$ cat src/rtl/pih_pkg.sv
// Shared constants for the interrupt summary aggregator.
package pih_pkg;
    localparam int MAX_MODS = 8;
    localparam int ADDR_W   = 8;
    localparam logic [ADDR_W-1:0] ADDR_SUM1  = 8'h01;
    localparam logic [ADDR_W-1:0] ADDR_SUM2  = 8'h02;
    localparam logic [ADDR_W-1:0] ADDR_FORCE = 8'h03;

    // Mask with one bit set for each populated module.
    function automatic logic [MAX_MODS-1:0] pop_mask(input int n);
        logic [MAX_MODS-1:0] m;
        m = '0;
        for (int i = 0; i < MAX_MODS; i++)
            if (i < n) m[i] = 1'b1;
        return m;
    endfunction
endpackage

$ cat src/rtl/pih_force_reg.sv
// Test register that forces summary bits.
// Assumes the write is one cycle wide. Writes are masked to populated modules.
module pih_force_reg
    import pih_pkg::*;
#(
    parameter logic [MAX_MODS-1:0] POP = 8'hFF
) (
    input  logic                clk,
    input  logic                rst_n,
    input  logic                wr_en,
    input  logic [MAX_MODS-1:0] wdata,
    output logic [MAX_MODS-1:0] force_bits
);
    // Hold forced bits until the next write to the test address.
    always_ff @(posedge clk) begin
        if (!rst_n)
            force_bits <= '0;
        else if (wr_en)
            force_bits <= wdata & POP;
    end
endmodule

$ cat src/rtl/pih_line_summary.sv
// Summary for one host line. Builds a level-driven summary from the requests
// and the forced bits, then registers the active-low interrupt.
// Line 0 uses its own requests. Line 1 takes the line-0 request for modules
// that have only one request output.
module pih_line_summary
    import pih_pkg::*;
#(
    parameter int                  LINE   = 0,
    parameter logic [MAX_MODS-1:0] POP    = 8'hFF,
    parameter logic [MAX_MODS-1:0] SINGLE = 8'h00
) (
    input  logic                clk,
    input  logic                rst_n,
    input  logic [MAX_MODS-1:0] req_own,
    input  logic [MAX_MODS-1:0] req_first,
    input  logic [MAX_MODS-1:0] force_bits,
    output logic [MAX_MODS-1:0] summary,
    output logic                irq_n
);
    logic [MAX_MODS-1:0] merged;

    // Choose the request source for this line.
    generate
        if (LINE == 0) begin : g_first
            always_comb merged = req_own;
        end else begin : g_second
            always_comb merged = (req_own & ~SINGLE) | (req_first & SINGLE);
        end
    endgenerate

    // Level-driven summary, limited to populated modules.
    always_comb summary = (merged | force_bits) & POP;

    // Registered active-low interrupt for this line.
    always_ff @(posedge clk) begin
        if (!rst_n)
            irq_n <= 1'b1;
        else
            irq_n <= ~(|summary);
    end
endmodule

$ cat src/rtl/pih_read_mux.sv
// Registered read port. Decodes the address and returns zero for unused
// addresses. Holds the last value when no read is strobed.
module pih_read_mux
    import pih_pkg::*;
(
    input  logic                clk,
    input  logic                rst_n,
    input  logic                rd_en,
    input  logic [ADDR_W-1:0]   addr,
    input  logic [MAX_MODS-1:0] sum1,
    input  logic [MAX_MODS-1:0] sum2,
    input  logic [MAX_MODS-1:0] force_bits,
    output logic [MAX_MODS-1:0] rdata
);
    logic [MAX_MODS-1:0] sel;

    // Address decode.
    always_comb begin
        case (addr)
            ADDR_SUM1:  sel = sum1;
            ADDR_SUM2:  sel = sum2;
            ADDR_FORCE: sel = force_bits;
            default:    sel = '0;
        endcase
    end

    // Capture read data on a read strobe.
    always_ff @(posedge clk) begin
        if (!rst_n)
            rdata <= '0;
        else if (rd_en)
            rdata <= sel;
    end
endmodule

$ cat src/rtl/pih_aggregator.sv
// Top level: two line summaries, a force register and the read port.
// NUM_MODS is the populated module count (1..8). SINGLE_MASK marks modules
// with one request output, whose line-1 request appears on both lines.
module pih_aggregator
    import pih_pkg::*;
#(
    parameter int                  NUM_MODS    = 7,
    parameter logic [MAX_MODS-1:0] SINGLE_MASK = 8'h40
) (
    input  logic                clk,
    input  logic                rst_n,
    input  logic [MAX_MODS-1:0] req_l1,
    input  logic [MAX_MODS-1:0] req_l2,
    input  logic [ADDR_W-1:0]   reg_addr,
    input  logic                reg_wr,
    input  logic [MAX_MODS-1:0] reg_wdata,
    input  logic                reg_rd,
    output logic [MAX_MODS-1:0] reg_rdata,
    output logic                irq1_n,
    output logic                irq2_n
);
    localparam logic [MAX_MODS-1:0] POP = pop_mask(NUM_MODS);
    localparam int NUM_LINES = 2;

    logic [MAX_MODS-1:0] force_bits;
    logic                force_wr;
    logic [MAX_MODS-1:0] req_arr [NUM_LINES];
    logic [MAX_MODS-1:0] sum_arr [NUM_LINES];
    logic                irq_arr [NUM_LINES];
    logic [MAX_MODS-1:0] sum1, sum2;

    // Only the test address accepts writes.
    always_comb force_wr = reg_wr && (reg_addr == ADDR_FORCE);

    // Gather per-line inputs and outputs.
    always_comb begin
        req_arr[0] = req_l1;
        req_arr[1] = req_l2;
        sum1       = sum_arr[0];
        sum2       = sum_arr[1];
        irq1_n     = irq_arr[0];
        irq2_n     = irq_arr[1];
    end

    pih_force_reg #(.POP(POP)) u_force (
        .clk(clk), .rst_n(rst_n), .wr_en(force_wr),
        .wdata(reg_wdata), .force_bits(force_bits)
    );

    genvar ln;
    generate
        for (ln = 0; ln < NUM_LINES; ln++) begin : g_line
            pih_line_summary #(.LINE(ln), .POP(POP), .SINGLE(SINGLE_MASK)) u_line (
                .clk(clk), .rst_n(rst_n), .req_own(req_arr[ln]),
                .req_first(req_l1), .force_bits(force_bits),
                .summary(sum_arr[ln]), .irq_n(irq_arr[ln])
            );
        end
    endgenerate

    pih_read_mux u_rd (
        .clk(clk), .rst_n(rst_n), .rd_en(reg_rd), .addr(reg_addr),
        .sum1(sum1), .sum2(sum2), .force_bits(force_bits), .rdata(reg_rdata)
    );
endmodule

$ cat config.mk
export PLATFORM = sky130hd
export DESIGN_NAME = pih_aggregator
export DESIGN_NICKNAME = d
export VERILOG_FILES = /design/src/rtl/pih_pkg.sv /design/src/rtl/pih_force_reg.sv /design/src/rtl/pih_line_summary.sv /design/src/rtl/pih_read_mux.sv /design/src/rtl/pih_aggregator.sv
export SDC_FILE = /design/constraint.sdc
export NUM_CORES = 1
export LEC_CHECK = 0
export BUFFER_PORTS_ARGS = -buffer_cell sky130_fd_sc_hd__buf_4
export CAP_MARGIN = 5
export CELL_PAD_IN_SITES_DETAIL_PLACEMENT = 1
export CELL_PAD_IN_SITES_GLOBAL_PLACEMENT = 2
export CORE_MARGIN = 2
export CORE_UTILIZATION = 26
export DETAILED_ROUTE_END_ITERATION = 10
export GPL_TIMING_DRIVEN = 0
export HOLD_SLACK_MARGIN = 0.08
export PLACE_DENSITY = 0.86
export SETUP_SLACK_MARGIN = 0.3
export SYNTH_ARGS = -nofsm -noshare
export SYNTH_HDL_FRONTEND = slang
export SYNTH_HIERARCHICAL = 1
export SYNTH_SLANG_ARGS = --single-unit
$ cat constraint.sdc
create_clock -name clk -period 1.8 [get_ports clk]
set_clock_uncertainty 0.15 [all_clocks]
set_input_delay 0.18 -clock clk [delete_from_list [all_inputs] [get_ports clk]]
set_output_delay 0.18 -clock clk [all_outputs]
set_load 0.005 [all_outputs]
==> results of run 1 <==
==> registers in the layout, summed over array words and instances, names as in the netlist <==
signal,count
g_line.u_line/irq_n,2
u_force/force_bits,7
u_rd/rdata,8
==> worst max path at each step <==
stage / from / to / slack [ns]
finish: u_force/force_bits[2]$_SDFFE_PN0P_ / u_rd/rdata[2]$_SDFFE_PN0P_ / 0.25
global route: u_force/force_bits[2]$_SDFFE_PN0P_ / u_rd/rdata[2]$_SDFFE_PN0P_ / 0.20
CTS: u_force/force_bits[2]$_SDFFE_PN0P_ / u_rd/rdata[2]$_SDFFE_PN0P_ / 0.25
detailed placement: reg_addr[4] / u_force/force_bits[6]$_SDFFE_PN0P_ / -0.02
global placement: reg_addr[4] / u_force/force_bits[4]$_SDFFE_PN0P_ / 0.005
floorplan: reg_addr[4] / u_force/force_bits[0]$_SDFFE_PN0P_ / 0.19
==> cell type report <==
| cell class | count | area share (%) |
|---|---|---|
| multi-input combinational | 78 | 40.2 |
| timing repair buffer | 59 | 28.1 |
| sequential | 17 | 21.3 |
| buffer | 8 | 3.63 |
| tap | 48 | 3.56 |
| clock buffer | 3 | 2.44 |
| inverter | 2 | 0.444 |
| clock inverter | 1 | 0.296 |
==> layout by cell type (no fill, tap or decap), types with 2 or more instances in the layout <==
cell type	instances
a211oi_1	8
a222oi_1	8
buf_4	51
buf_6	4
clkbuf_8	3
conb_1	3
dfxtp_1	10
dfxtp_2	3
dfxtp_4	4
dlygate4sd3_1	10
mux2_4	7
mux2i_1	6
nand2_1	8
nor2b_1	8
o41ai_2	2
or2_2	7
or2_4	7
or4_1	6
==> cell families after synthesis <==
group,after synthesis,synth area share (%)
muxes,15,15.9
AOI/OAI and AO/OA,19,17.9
and+or+nand+nor,41,25.5
buffers and inverters,10,6.67
other,3,1.09
DFF,17,33.0
==> metal layers <==
| metal | up-vias | GRT usage (%) | part of all wire, % |
|---|---|---|---|
| li1 | 522 | - | - |
| met1 | 508 | 18.0 | 42 |
| met2 | 32 | 28.5 | 54 |
| met3 | 2 | 3.72 | 3.8 |
| met4 | 0 | 3.06 | 0.24 |
| met5 | - | 0 | 0 |
==> power by group <==
group	leakage, nW	switching [mW]	internal, mW
clock network	0.0255	0.145	0.154
registers	0.142	0.00132	0.373
logic	0.544	0.0702	0.123
==> repair_timing <==
action	CTS	global route
buffers inserted	2	6
endpoints found under the hold margin	9	1
setup endpoints to repair	12	15
pin swaps	6	15
resized for setup	13	16
==> worst max-delay path: stages (launching register included) <==
cell and delay (ns):
dfxtp_2 0.35, or2_2 0.29, mux2_4 0.27, a222oi_1 0.28, a211oi_1 0.09
==> per-stage QoR <==
stage / setup WS, ns / instances / cell area [sq um] / TNS (ns) / total power [mW]
after floorplan: 0.193 / 105 / 1030 / 0 / 0.464
final: 0.252 / 216 / 1690 / 0 / 0.866
after detailed placement: -0.0168 / 194 / 1400 / -0.0584 / 0.542
after global routing: 0.203 / 216 / 1690 / 0 / 0.914
after global placement: 0.00520 / 194 / 1400 / 0 / 0.539
after CTS: 0.253 / 210 / 1600 / 0 / 0.863
==> results.cfg, run 1 <==
[run_status]
status = complete, no violations

[routing]
drc = 0
dr_total_vias = 1064
ant_nets = 0
vias_per_cell = 4.93
wirelength_microns = 3280
dr.pass1.iters = 4
drt_iter0_drc = 22
avgRoutedWirePerCell_microns = 15.2

[pwr]
power_leakage_nw = 0.712
p_per_area_nw_per_um2 = 513
peakVddDrop_uv = 273

[synth]
synth_top_area_share_pct = 33.0
async_flop_share_pct = 0
synth-edff-count = 0
ys.flop_type = dfxtp_1
synthesis.nets = 141
yosys-top-cells-count = 17 x dfxtp_1, 14 x or2_2
synth_cells = 105
yosysTopAreaCell = dfxtp_1
synth.area.top_cells = dfxtp_1 33%, or2_2 8.5%, a222oi_1 7.8%, mux2_2 7.6%, mux2i_1 6.8%
synth_area_per_cell_sq_um = 9.83
yosysUniqueCellTypes = 24
synthesis.area_sq_um = 1030
synth.most_common_cell = dfxtp_1
synth_warnings = 6
synth_seq_cells = 17
synth-seq-area-share_pct = 33.0

[critical_path]
worstSetupPathType = register to register
worst_ep_arrival_time_ns = 1.53
r2r_slack_ns = 0.25
endpoint_kind = register
cp-start-kind = register
r2r-start = u_force/force_bits[2]$_SDFFE_PN0P_
crit_fanout = 6
cp.required_ns = 1.78
reg2regPathDepth = 4
reg2reg_to = u_rd/rdata[2]$_SDFFE_PN0P_

[timing]
post-route-min-period_ns = 1.55
drv_slew = 0
hold-worst-slack_ns = 0.0676
grt_setup_unrepaired = true
hold_viol = 0
period_share_pct = 86.0
max_freq_ghz = 0.646
setup_violations = 0

[layout]
seq_area_sq_um = 359
drive_above_1_share_pct = 57.7
diodes = 0
multiInputGateArea_sq_um = 679
final_nets = 205
fin_util_pct = 45.1
fillers = 433
syn2layout_area_growth_pct = 63.6

[floorplanning]
ios = 46
core_area_sq_um = 3740
rows = 22
die_area_sq_um = 4490
die_w_microns = 67.0
initial_core_util_pct = 27.6
die_h_microns = 67.0

[place]
place_congestion = 0.726
hpwlAfterDp_microns = 2310
port_buffers = 41

[global_route]
grt_pass1_vias = 1097
gr-total-overflow = 0
grt_usage_pct = 15.5
grt_first_pass_wirelength_microns = 5290
antenna_found_initial = 0
grt_max_degree = 11

[clocking]
cts_buffer_depth = 2
cts_made_buffers = 3
clock_latency_ns = 0.26
clock-sinks = 17
clk_pin_slew_ns = 0.07
cts_tree = built
cts_hold_buf = 10
cts_max_level = 1
ctsRootBufferMaster = clkbuf_8

[run]
cap_violations = 0

[worst_hold_path]
hold_end = g_line[1].u_line/irq_n$_SDFF_PN1_
min_path_type = input port to register
hold_depth = 3
min-delay-start = req_l2[1]
Note: power is estimated with default switching activity, not from simulation.
==> run 2: changes to the inputs <==
--- a/config.mk
+++ b/config.mk
@@ -5,16 +5,18 @@
 export SDC_FILE = /design/constraint.sdc
 export NUM_CORES = 1
 export LEC_CHECK = 0
+export ABC_AREA = 1
 export BUFFER_PORTS_ARGS = -buffer_cell sky130_fd_sc_hd__buf_4
 export CAP_MARGIN = 5
 export CELL_PAD_IN_SITES_DETAIL_PLACEMENT = 1
 export CELL_PAD_IN_SITES_GLOBAL_PLACEMENT = 2
+export CORE_ASPECT_RATIO = 0.5
 export CORE_MARGIN = 2
-export CORE_UTILIZATION = 26
+export CORE_UTILIZATION = 23
 export DETAILED_ROUTE_END_ITERATION = 10
 export GPL_TIMING_DRIVEN = 0
 export HOLD_SLACK_MARGIN = 0.08
-export PLACE_DENSITY = 0.86
+export PLACE_DENSITY = 0.85
 export SETUP_SLACK_MARGIN = 0.3
 export SYNTH_ARGS = -nofsm -noshare
 export SYNTH_HDL_FRONTEND = slang
==> results.cfg, run 2 <==
[run_status]
status = complete, no violations

[pwr]
swShare_pct = 24.3
p_clk_share_pct = 34.5
internal_power_mw = 0.619
peakVddDrop_uv = 224
p_comb_share_pct = 19.0
switching_power_mw = 0.199
sequentialPowerShare_pct = 46.5
power_leakage_nw = 0.830
p_per_area_nw_per_um2 = 508

[layout]
reg_top3 = u_rd/rdata: 8 flops, u_force/force_bits: 7 flops, g_line.u_line/irq_n: 2 flops
largest_reg_flops = 8
drive_above_1_share_pct = 28.0
top_register = u_rd/rdata
syn2layout_area_growth_pct = 43.4
fin_util_pct = 35.4
layout_common_cells = 44 x nand2_1, 44 x buf_4, 33 x nand3_1
final_nets = 273
fillers = 622
instances_no_fill = 302
diodes = 0

[run]
cap_violations = 0

[worst_hold_path]
hold_end = u_force/force_bits[6]$_SDFFE_PN0P_
min-delay-start = reg_wdata[6]
min_path_type = input port to register
hold_depth = 5

[synth]
yosysTopAreaCell = dfxtp_1
synth-seq-area-share_pct = 30.3
synth.most_common_cell = nand2_1
ys.flop_type = dfxtp_1
synth_top_area_share_pct = 30.3
yosys-top-cells-count = 44 x nand2_1, 33 x nand3_1, 29 x nor2_1
async_flop_share_pct = 0
synth-edff-count = 0
synthesis.nets = 222
synth_cells = 186
yosysUniqueCellTypes = 16
synth.area.top_cells = dfxtp_1 30%, nand2_1 15%, nand3_1 15%, nor2_1 9.7%, inv_1 9.4%
synthesis.area_sq_um = 1120
synth_seq_cells = 17
synth_area_per_cell_sq_um = 6.04
synth_warnings = 6

[floorplanning]
die_area_sq_um = 5490
die_w_microns = 103
initial_core_util_pct = 24.7
rows = 17
ios = 46
core_area_sq_um = 4550
die_h_microns = 53.4

[place]
dp.cells = 292
pre_cts_ws_ns = 0.374
hpwlAfterDp_microns = 2540
place_congestion = 0.814
port_buffers = 40

[clocking]
cts_tree = built
post_cts_buffers = 0
clock_latency_ns = 0.25
ctsRootBufferMaster = clkbuf_8
clk_pin_slew_ns = 0.06
cts_max_level = 1
clock-sinks = 17
cts_buffer_depth = 2
cts_made_buffers = 3

[timing]
hold_viol = 0
drv_slew = 0
tns_ns = 0
setup_violations = 0
period_share_pct = 69.1
post-route-min-period_ns = 1.24
grt_setup_unrepaired = false
layout_setup_ws_ns = 0.556
max_freq_ghz = 0.804

[routing]
wirelength_microns = 3140
avgRoutedWirePerCell_microns = 10.4
drc = 0
ant_nets = 0
vias_per_cell = 4.02
dr.pass1.iters = 4
dr_total_vias = 1213
drt_iter0_drc = 32

[global_route]
grt_usage_pct = 13.0
gr-total-overflow = 0
grt_max_degree = 11
grt_pass1_vias = 1188
antenna_found_initial = 0
grt_first_pass_wirelength_microns = 5480

[critical_path]
crit_start = reg_rd
worstSetupPathType = input port to register
cp.required_ns = 1.83
r2r-start = u_force/force_bits[6]$_SDFFE_PN0P_
crit_fanout = 9
reg2regPathDepth = 5
worst_ep_arrival_time_ns = 1.28
r2r_slack_ns = 0.60
endpoint_kind = register
reg2reg_to = u_rd/rdata[6]$_SDFFE_PN0P_
cp-start-kind = input port
[run 2: cell count changes after synthesis, sizes merged, moves of 12 or more]
cell   change
nor2      +37
nand2     +39
or2       -12
nand3     +33
inv       +29
[run 2: cells by family (layout without fill, tap and decap cells)]
| logic type | Yosys count | after routing | share of synthesized area, % |
|---|---|---|---|
| flops | 17 | 17 | 30.3 |
| compound gates | 8 | 8 | 3.56 |
| buf+inv | 38 | 88 | 16.0 |
| simple gates | 120 | 120 | 49.1 |
| other cells | 3 | 3 | 1.00 |
[run 2: power by group through the flow]
stage	clock network, mW	logic (mW)	registers, mW
after global placement	0	0.145	0.389
after CTS	0.295	0.157	0.380
after floorplan	0	0.0713	0.389
after global routing	0.311	0.177	0.380
final	0.282	0.155	0.381
after detailed placement	0	0.147	0.389
[run 2: worst max path at each step]
| stage | to | slack (ns) |
|---|---|---|
| finish | u_rd/rdata[2]$_SDFFE_PN0P_ | 0.56 |
| global route | u_rd/rdata[1]$_SDFFE_PN0P_ | 0.42 |
| CTS | u_rd/rdata[2]$_SDFFE_PN0P_ | 0.55 |
| detailed placement | u_rd/rdata[6]$_SDFFE_PN0P_ | 0.37 |
| global placement | u_rd/rdata[6]$_SDFFE_PN0P_ | 0.41 |
| floorplan | u_force/force_bits[2]$_SDFFE_PN0P_ | 0.69 |
[run 2: critical path, stage by stage]
cell and delay, ns:
dlygate4sd3_1 0.54, buf_4 0.16, inv_1 0.18, nand2_1 0.08, a21oi_1 0.14
[run 2: what timing repair did]
action / in CTS / in global routing
hold endpoints to repair: 9 / 0
resized for setup: 0 / 0
hold buffers: 6 / 0
[run 2: per-layer routing]
layer,part of all wire [%],GRT usage [%],vias to the layer above
met3,4.3,3.43,2
met5,0,0,-
met4,0.32,1.97,0
met1,50,17.5,538
li1,-,-,656
met2,46,21.5,17
[run 2: metrics by stage]
step / area, sq um / hold WS (ns) / power (mW)
finish: 1610 / 0.0794 / 0.818
global route: 1610 / 0.112 / 0.868
CTS: 1610 / 0.0803 / 0.832
detailed placement: 1510 / 0.291 / 0.536
global placement: 1510 / 0.289 / 0.534
floorplan: 1120 / 0.0987 / 0.460
[run 2: area by class of cell]
class                           count  area, sq um  area share [%]
Timing Repair Buffer               46          360            22.4
Sequential cell                    17          340            21.1
Clock buffer                        4         45.0            2.80
Tap cell                           66         82.6            5.12
Multi-Input combinational cell    131          603            37.4
Inverter                           31          116            7.22
Buffer                              7         63.8            3.96
